File: config.mk
export PLATFORM = sky130hd
export DESIGN_NAME = sx_store_excl_unit
export DESIGN_NICKNAME = d
export VERILOG_FILES = /design/src/rtl/sx_pkg.sv /design/src/rtl/sx_decode.sv /design/src/rtl/sx_monitor.sv /design/src/rtl/sx_wrport.sv /design/src/rtl/sx_store_excl_unit.sv
export SDC_FILE = /design/constraint.sdc
export NUM_CORES = 1
export LEC_CHECK = 0
export BUFFER_PORTS_ARGS = -buffer_cell sky130_fd_sc_hd__buf_2
export CORE_AREA = 2 2 176 196
export DETAILED_ROUTE_END_ITERATION = 12
export DIE_AREA = 0 0 178 198
export PLACE_DENSITY = 0.7
export SYNTH_ARGS = -nofsm -noshare
export SYNTH_HDL_FRONTEND = slang
export SYNTH_HIERARCHICAL = 1
export SYNTH_SLANG_ARGS = --single-unit
File: constraint.sdc
create_clock -name clk -period 18.64 [get_ports clk]
set_input_delay 4.66 -clock clk [delete_from_list [all_inputs] [get_ports clk]]
set_output_delay 4.66 -clock clk [all_outputs]
set_load 0.02 [all_outputs]
File: src/rtl/sx_pkg.sv
package sx_pkg;

    localparam logic [4:0] REG_SP = 5'd31;

    typedef enum logic [1:0] {
        POL_ZERO   = 2'd0,
        POL_UNDEF  = 2'd1,
        POL_NOP    = 2'd2,
        POL_UNDEF2 = 2'd3
    } ovl_pol_e;

    typedef enum logic [1:0] {
        ACT_EXEC  = 2'd0,
        ACT_UNDEF = 2'd1,
        ACT_NOP   = 2'd2
    } sx_act_e;

    typedef struct packed {
        logic       dbl;
        logic [4:0] rs;
        logic [4:0] rn;
        logic [4:0] rt;
    } sx_fields_t;

    function automatic logic [3:0] sx_nbytes(input logic dbl);
        return dbl ? 4'd8 : 4'd4;
    endfunction

    function automatic logic sx_misaligned(input logic [2:0] lo, input logic dbl);
        return dbl ? (lo != 3'd0) : (lo[1:0] != 2'd0);
    endfunction

endpackage

File: src/rtl/sx_decode.sv
module sx_decode
    import sx_pkg::*;
#(
    parameter int AW = 64
) (
    input  logic [31:0]   instr,
    input  logic          is_store,
    input  logic [1:0]    policy,
    input  logic [AW-1:0] base_val,
    input  logic [AW-1:0] sp_val,
    input  logic [63:0]   data_val,
    output sx_act_e       act,
    output sx_fields_t    fld,
    output logic [AW-1:0] addr,
    output logic [63:0]   data,
    output logic          misaligned
);
    logic     unused_instr_bits;
    ovl_pol_e pol;
    logic     data_ovl, base_ovl, zero_data, zero_addr;
    logic [63:0] sized_data;

    assign unused_instr_bits = ^{instr[31], instr[29:21], instr[15:10]};

    always_comb begin
        fld.dbl = instr[30];
        fld.rs  = instr[20:16];
        fld.rn  = instr[9:5];
        fld.rt  = instr[4:0];
    end

    assign pol      = ovl_pol_e'(policy);
    assign data_ovl = is_store && (fld.rs == fld.rt);
    assign base_ovl = is_store && (fld.rs == fld.rn) && (fld.rn != REG_SP);

    always_comb begin
        act = ACT_EXEC;
        if (data_ovl || base_ovl) begin
            case (pol)
                POL_ZERO: act = ACT_EXEC;
                POL_NOP:  act = ACT_NOP;
                default:  act = ACT_UNDEF;
            endcase
        end
    end

    assign zero_data = data_ovl && (pol == POL_ZERO);
    assign zero_addr = base_ovl && (pol == POL_ZERO);

    assign sized_data = fld.dbl ? data_val : {32'd0, data_val[31:0]};
    assign data       = zero_data ? 64'd0 : sized_data;
    assign addr       = zero_addr ? '0 : ((fld.rn == REG_SP) ? sp_val : base_val);
    assign misaligned = sx_misaligned(addr[2:0], fld.dbl);

endmodule

File: src/rtl/sx_monitor.sv
module sx_monitor
    import sx_pkg::*;
#(
    parameter int AW = 64
) (
    input  logic          clk,
    input  logic          rst,
    input  logic          arm,
    input  logic [AW-1:0] arm_addr,
    input  logic          arm_dbl,
    input  logic          clr,
    input  logic [AW-1:0] chk_addr,
    input  logic          chk_dbl,
    output logic          hit
);
    localparam int XW = AW + 1;

    logic          mon_valid;
    logic [AW-1:0] mon_base;
    logic [3:0]    mon_len;
    logic [XW-1:0] chk_end, mon_end;

    always_ff @(posedge clk) begin
        if (rst) begin
            mon_valid <= 1'b0;
            mon_base  <= '0;
            mon_len   <= 4'd0;
        end else if (clr) begin
            mon_valid <= 1'b0;
        end else if (arm) begin
            mon_valid <= 1'b1;
            mon_base  <= arm_addr;
            mon_len   <= sx_nbytes(arm_dbl);
        end
    end

    assign chk_end = {1'b0, chk_addr} + XW'(sx_nbytes(chk_dbl));
    assign mon_end = {1'b0, mon_base} + XW'(mon_len);
    assign hit     = mon_valid && (chk_addr >= mon_base) && (chk_end <= mon_end);

endmodule

File: src/rtl/sx_wrport.sv
module sx_wrport
    import sx_pkg::*;
#(
    parameter int AW = 64
) (
    input  logic          clk,
    input  logic          rst,
    input  logic          launch,
    input  logic [AW-1:0] addr,
    input  logic [63:0]   data,
    input  logic          dbl,
    input  logic          ready,
    output logic          wr_valid,
    output logic [AW-1:0] wr_addr,
    output logic [63:0]   wr_data,
    output logic [3:0]    wr_bytes
);
    always_ff @(posedge clk) begin
        if (rst) begin
            wr_valid <= 1'b0;
            wr_addr  <= '0;
            wr_data  <= 64'd0;
            wr_bytes <= 4'd0;
        end else if (launch) begin
            wr_valid <= 1'b1;
            wr_addr  <= addr;
            wr_data  <= data;
            wr_bytes <= sx_nbytes(dbl);
        end else if (wr_valid && ready) begin
            wr_valid <= 1'b0;
        end
    end

endmodule

File: src/rtl/sx_store_excl_unit.sv
module sx_store_excl_unit
    import sx_pkg::*;
#(
    parameter int AW = 64
) (
    input  logic          clk,
    input  logic          rst,
    input  logic          req_valid,
    input  logic          req_store,
    input  logic [31:0]   req_instr,
    input  logic [1:0]    ovl_policy,
    input  logic [AW-1:0] base_val,
    input  logic [AW-1:0] sp_val,
    input  logic [63:0]   data_val,
    input  logic          mon_clear,
    output logic          busy,
    output logic          resp_valid,
    output logic          status_we,
    output logic [4:0]    status_idx,
    output logic [31:0]   status_data,
    output logic          align_fault,
    output logic          undef_flag,
    output logic          mem_wr_valid,
    input  logic          mem_wr_ready,
    output logic [AW-1:0] mem_addr,
    output logic [63:0]   mem_data,
    output logic [3:0]    mem_bytes
);
    sx_act_e       act;
    sx_fields_t    fld;
    logic [AW-1:0] eff_addr;
    logic [63:0]   eff_data;
    logic          mis, hit;
    logic          accept, st_exec, launch, arm, mon_clr;

    sx_decode #(.AW(AW)) u_dec (
        .instr      (req_instr),
        .is_store   (req_store),
        .policy     (ovl_policy),
        .base_val   (base_val),
        .sp_val     (sp_val),
        .data_val   (data_val),
        .act        (act),
        .fld        (fld),
        .addr       (eff_addr),
        .data       (eff_data),
        .misaligned (mis)
    );

    assign accept  = req_valid && !busy;
    assign st_exec = accept && req_store && (act == ACT_EXEC);
    assign launch  = st_exec && !mis && hit;
    assign arm     = accept && !req_store && !mis;
    assign mon_clr = mon_clear || st_exec;

    sx_monitor #(.AW(AW)) u_mon (
        .clk      (clk),
        .rst      (rst),
        .arm      (arm),
        .arm_addr (eff_addr),
        .arm_dbl  (fld.dbl),
        .clr      (mon_clr),
        .chk_addr (eff_addr),
        .chk_dbl  (fld.dbl),
        .hit      (hit)
    );

    sx_wrport #(.AW(AW)) u_wr (
        .clk      (clk),
        .rst      (rst),
        .launch   (launch),
        .addr     (eff_addr),
        .data     (eff_data),
        .dbl      (fld.dbl),
        .ready    (mem_wr_ready),
        .wr_valid (mem_wr_valid),
        .wr_addr  (mem_addr),
        .wr_data  (mem_data),
        .wr_bytes (mem_bytes)
    );

    assign busy = mem_wr_valid;

    always_ff @(posedge clk) begin
        if (rst) begin
            resp_valid  <= 1'b0;
            status_we   <= 1'b0;
            status_idx  <= 5'd0;
            status_data <= 32'd0;
            align_fault <= 1'b0;
            undef_flag  <= 1'b0;
        end else begin
            resp_valid  <= accept;
            status_we   <= 1'b0;
            align_fault <= 1'b0;
            undef_flag  <= 1'b0;
            if (accept) begin
                status_idx <= fld.rs;
                if (!req_store) begin
                    align_fault <= mis;
                end else begin
                    case (act)
                        ACT_UNDEF: undef_flag <= 1'b1;
                        ACT_EXEC: begin
                            if (mis) begin
                                align_fault <= 1'b1;
                            end else begin
                                status_we   <= 1'b1;
                                status_data <= {31'd0, !hit};
                            end
                        end
                        default: ;
                    endcase
                end
            end
        end
    end

endmodule

==> out/metrics.cfg <==
[sta]
min_period_ps=13240
max_freq_ghz=0.0755
finalSetupViolations=0
period_share=0.711
timing.hold.ws_ps=450
slew_violations=0
final_hold_viol_count=0
skew_ps=17.2
worstMarginPinSlew_ps=1070
grt_setup_unrepaired=no
layout_setup_ws_ps=5400
slew-limit-headroom=0.282
tns_ps=0

[detailed_routing]
routed_via_density=5.25
dr.pass1.iters=5
routed_wl_um=42200
vias=13500
wl_per_cell_um=16.5
remaining_drc_errors=0
drt_iter0_markers=655
ant_nets=0

[critical_path]
critPathLaunchType=input pin
crit_required_ps=19000
cpMaxStageDelayCell=buf_4
reg2reg_depth=24
end_kind=flip-flop
rrSetupSlack_ps=11620
critPathMaxFanout=61
crit_start=req_instr[9]
cp-endpoint=u_wr/wr_data[47]
r2r_end=u_wr/wr_data[47]
path_class=in -> reg
max_stage_delay_ps=910
timing.rr.start=u_mon/mon_base[2]
cp.arrival_ps=13610

[layout]
drive_above_1_share=0.209
fin_area_um2=17300
fillCellCount=3247
multiInputGateArea_um2=9600
ff_latch_area_um2=4160
fin_nets=2471
area_delta_synth_final_pct=17.9

[outcome]
outcome=complete, no violations

[clock_network]
ctsHoldBuffers=0
clk_latency_ps=530
cts_resized=0
cts.reportedPaths.clkPinSlew_ps=60
cts_max_path_buffers=3
numCtsBuffers=25
clockRootBuffer=clkbuf_16
cts_sinks=208
htree_levels=1
postCtsSetupBuffers=0
cts_tree=done

[synth]
synth_area_per_cell_um2=8.17
syn_area_um2=14700
ys.warnings.count=6
syn_inst=1801

[run]
maxCapViolCount=0

[grt]
antenna_found_initial=5
grt_overflow=0
grt_pass1_vias=13500
grt_util_all_layers=0.232
grt_pass1_wl_um=66200
grt_max_degree=110

[floorplanning]
core_area_um2=33500
io_pins=407
die-area_um2=35200
initial_core_util=0.439
die_height_um=198
rows=71
die_width_um=178

[placed_design]
placed_area_um2=16500
place_ws_ps=4870
gp_congestion=0.886
io_buffer_count=357
hpwl_um=32100

[pwr]
ir_worst_vdd_mv=0.0729
power_switching_w=0.000283
switching_share=0.260
p_int_w=0.000806
power_w=0.00109
p_per_area_nw_per_um2=62.8
comb_power_share=0.138
p_clk_frac=0.450
p_leak_nw=7.57
p_seq_frac=0.412

[worst_hold_path]
hold_class=reg -> reg

final cells by class:
type,instances,share of cell area
clock buffers,31,0.0391
well taps,438,0.0316
diodes,3,0.000433
clock inverters,12,0.00837
multi-input cells,1419,0.554
inverters,84,0.0182
repair buffers,368,0.108
flip-flops and latches,208,0.240
worst min-delay path by stage:
stage,startpoint,slack [ps],depth (start not counted),to
2_1_floorplan,u_mon/mon_base[1],440,2,u_mon/mon_base[1]
3_3_place_gp,status_idx[3],440,2,status_idx[3]
3_5_place_dp,status_idx[3],450,2,status_idx[3]
4_1_cts,status_idx[3],450,2,status_idx[3]
5_1_grt,status_idx[1],480,2,status_idx[1]
6_report,status_idx[3],450,2,status_idx[3]
worst max-delay path: cells and delay by family:
kind	cells	cell delay [ps]
buffers and inverters	5	2370
AND/OR/NAND/NOR	17	4960
adder cells (fa/ha/maj)	2	640
AO/OA/AOI/OAI	2	380
multiplexers	1	280
XOR/XNOR	1	180
layer usage:
metal  track usage  routed length, µm
met3        0.0611               3280
met4        0.0759               1180
met2         0.431              21200
met1         0.253              16500
met5             0                 41
metrics by stage:
step                cells   util
floorplan            1832      -
global placement     2517  0.493
detailed placement   2517  0.493
CTS                  2560  0.517
global route         2561  0.518
finish               2563  0.518
power groups by stage:
stage	Combinational (W)	Clock, W	Sequential, W
final	0.000150	0.000489	0.000449
after floorplan	0.000101	0	0.000459
after global placement	0.000144	0	0.000458
after CTS	0.000150	0.000503	0.000449
after detailed placement	0.000149	0	0.000458
after global routing	0.000168	0.000522	0.000449
registers in the layout (all words and copies together), names as in the netlist:
register / count
align_fault: 1
resp_valid: 1
status_data: 1
status_idx: 5
status_we: 1
u_mon/mon_base: 64
u_mon/mon_len: 2
u_mon/mon_valid: 1
u_wr/wr_addr: 64
u_wr/wr_bytes: 2
u_wr/wr_data: 64
u_wr/wr_valid: 1
undef_flag: 1
cells in the final DEF (no fill, tap or decap), drive strengths merged, types with 4 or more instances in the layout:
cell type    n
a211oi       6
buf        368
a21o        24
a221oi       4
xor2        20
nor2       247
nand3       49
and2        37
clkinv       5
o21ai       18
clkbuf      31
nor3        21
nor2b        5
nor4        18
clkinvlp     4
inv         84
nand4       43
and3        45
mux2i      193
a21oi      124
and4        17
ha         131
conb        33
xnor2      110
dfxtp      208
nand2      231
nand2b      10
or3          4
Power figures use the tool's default switching activity.
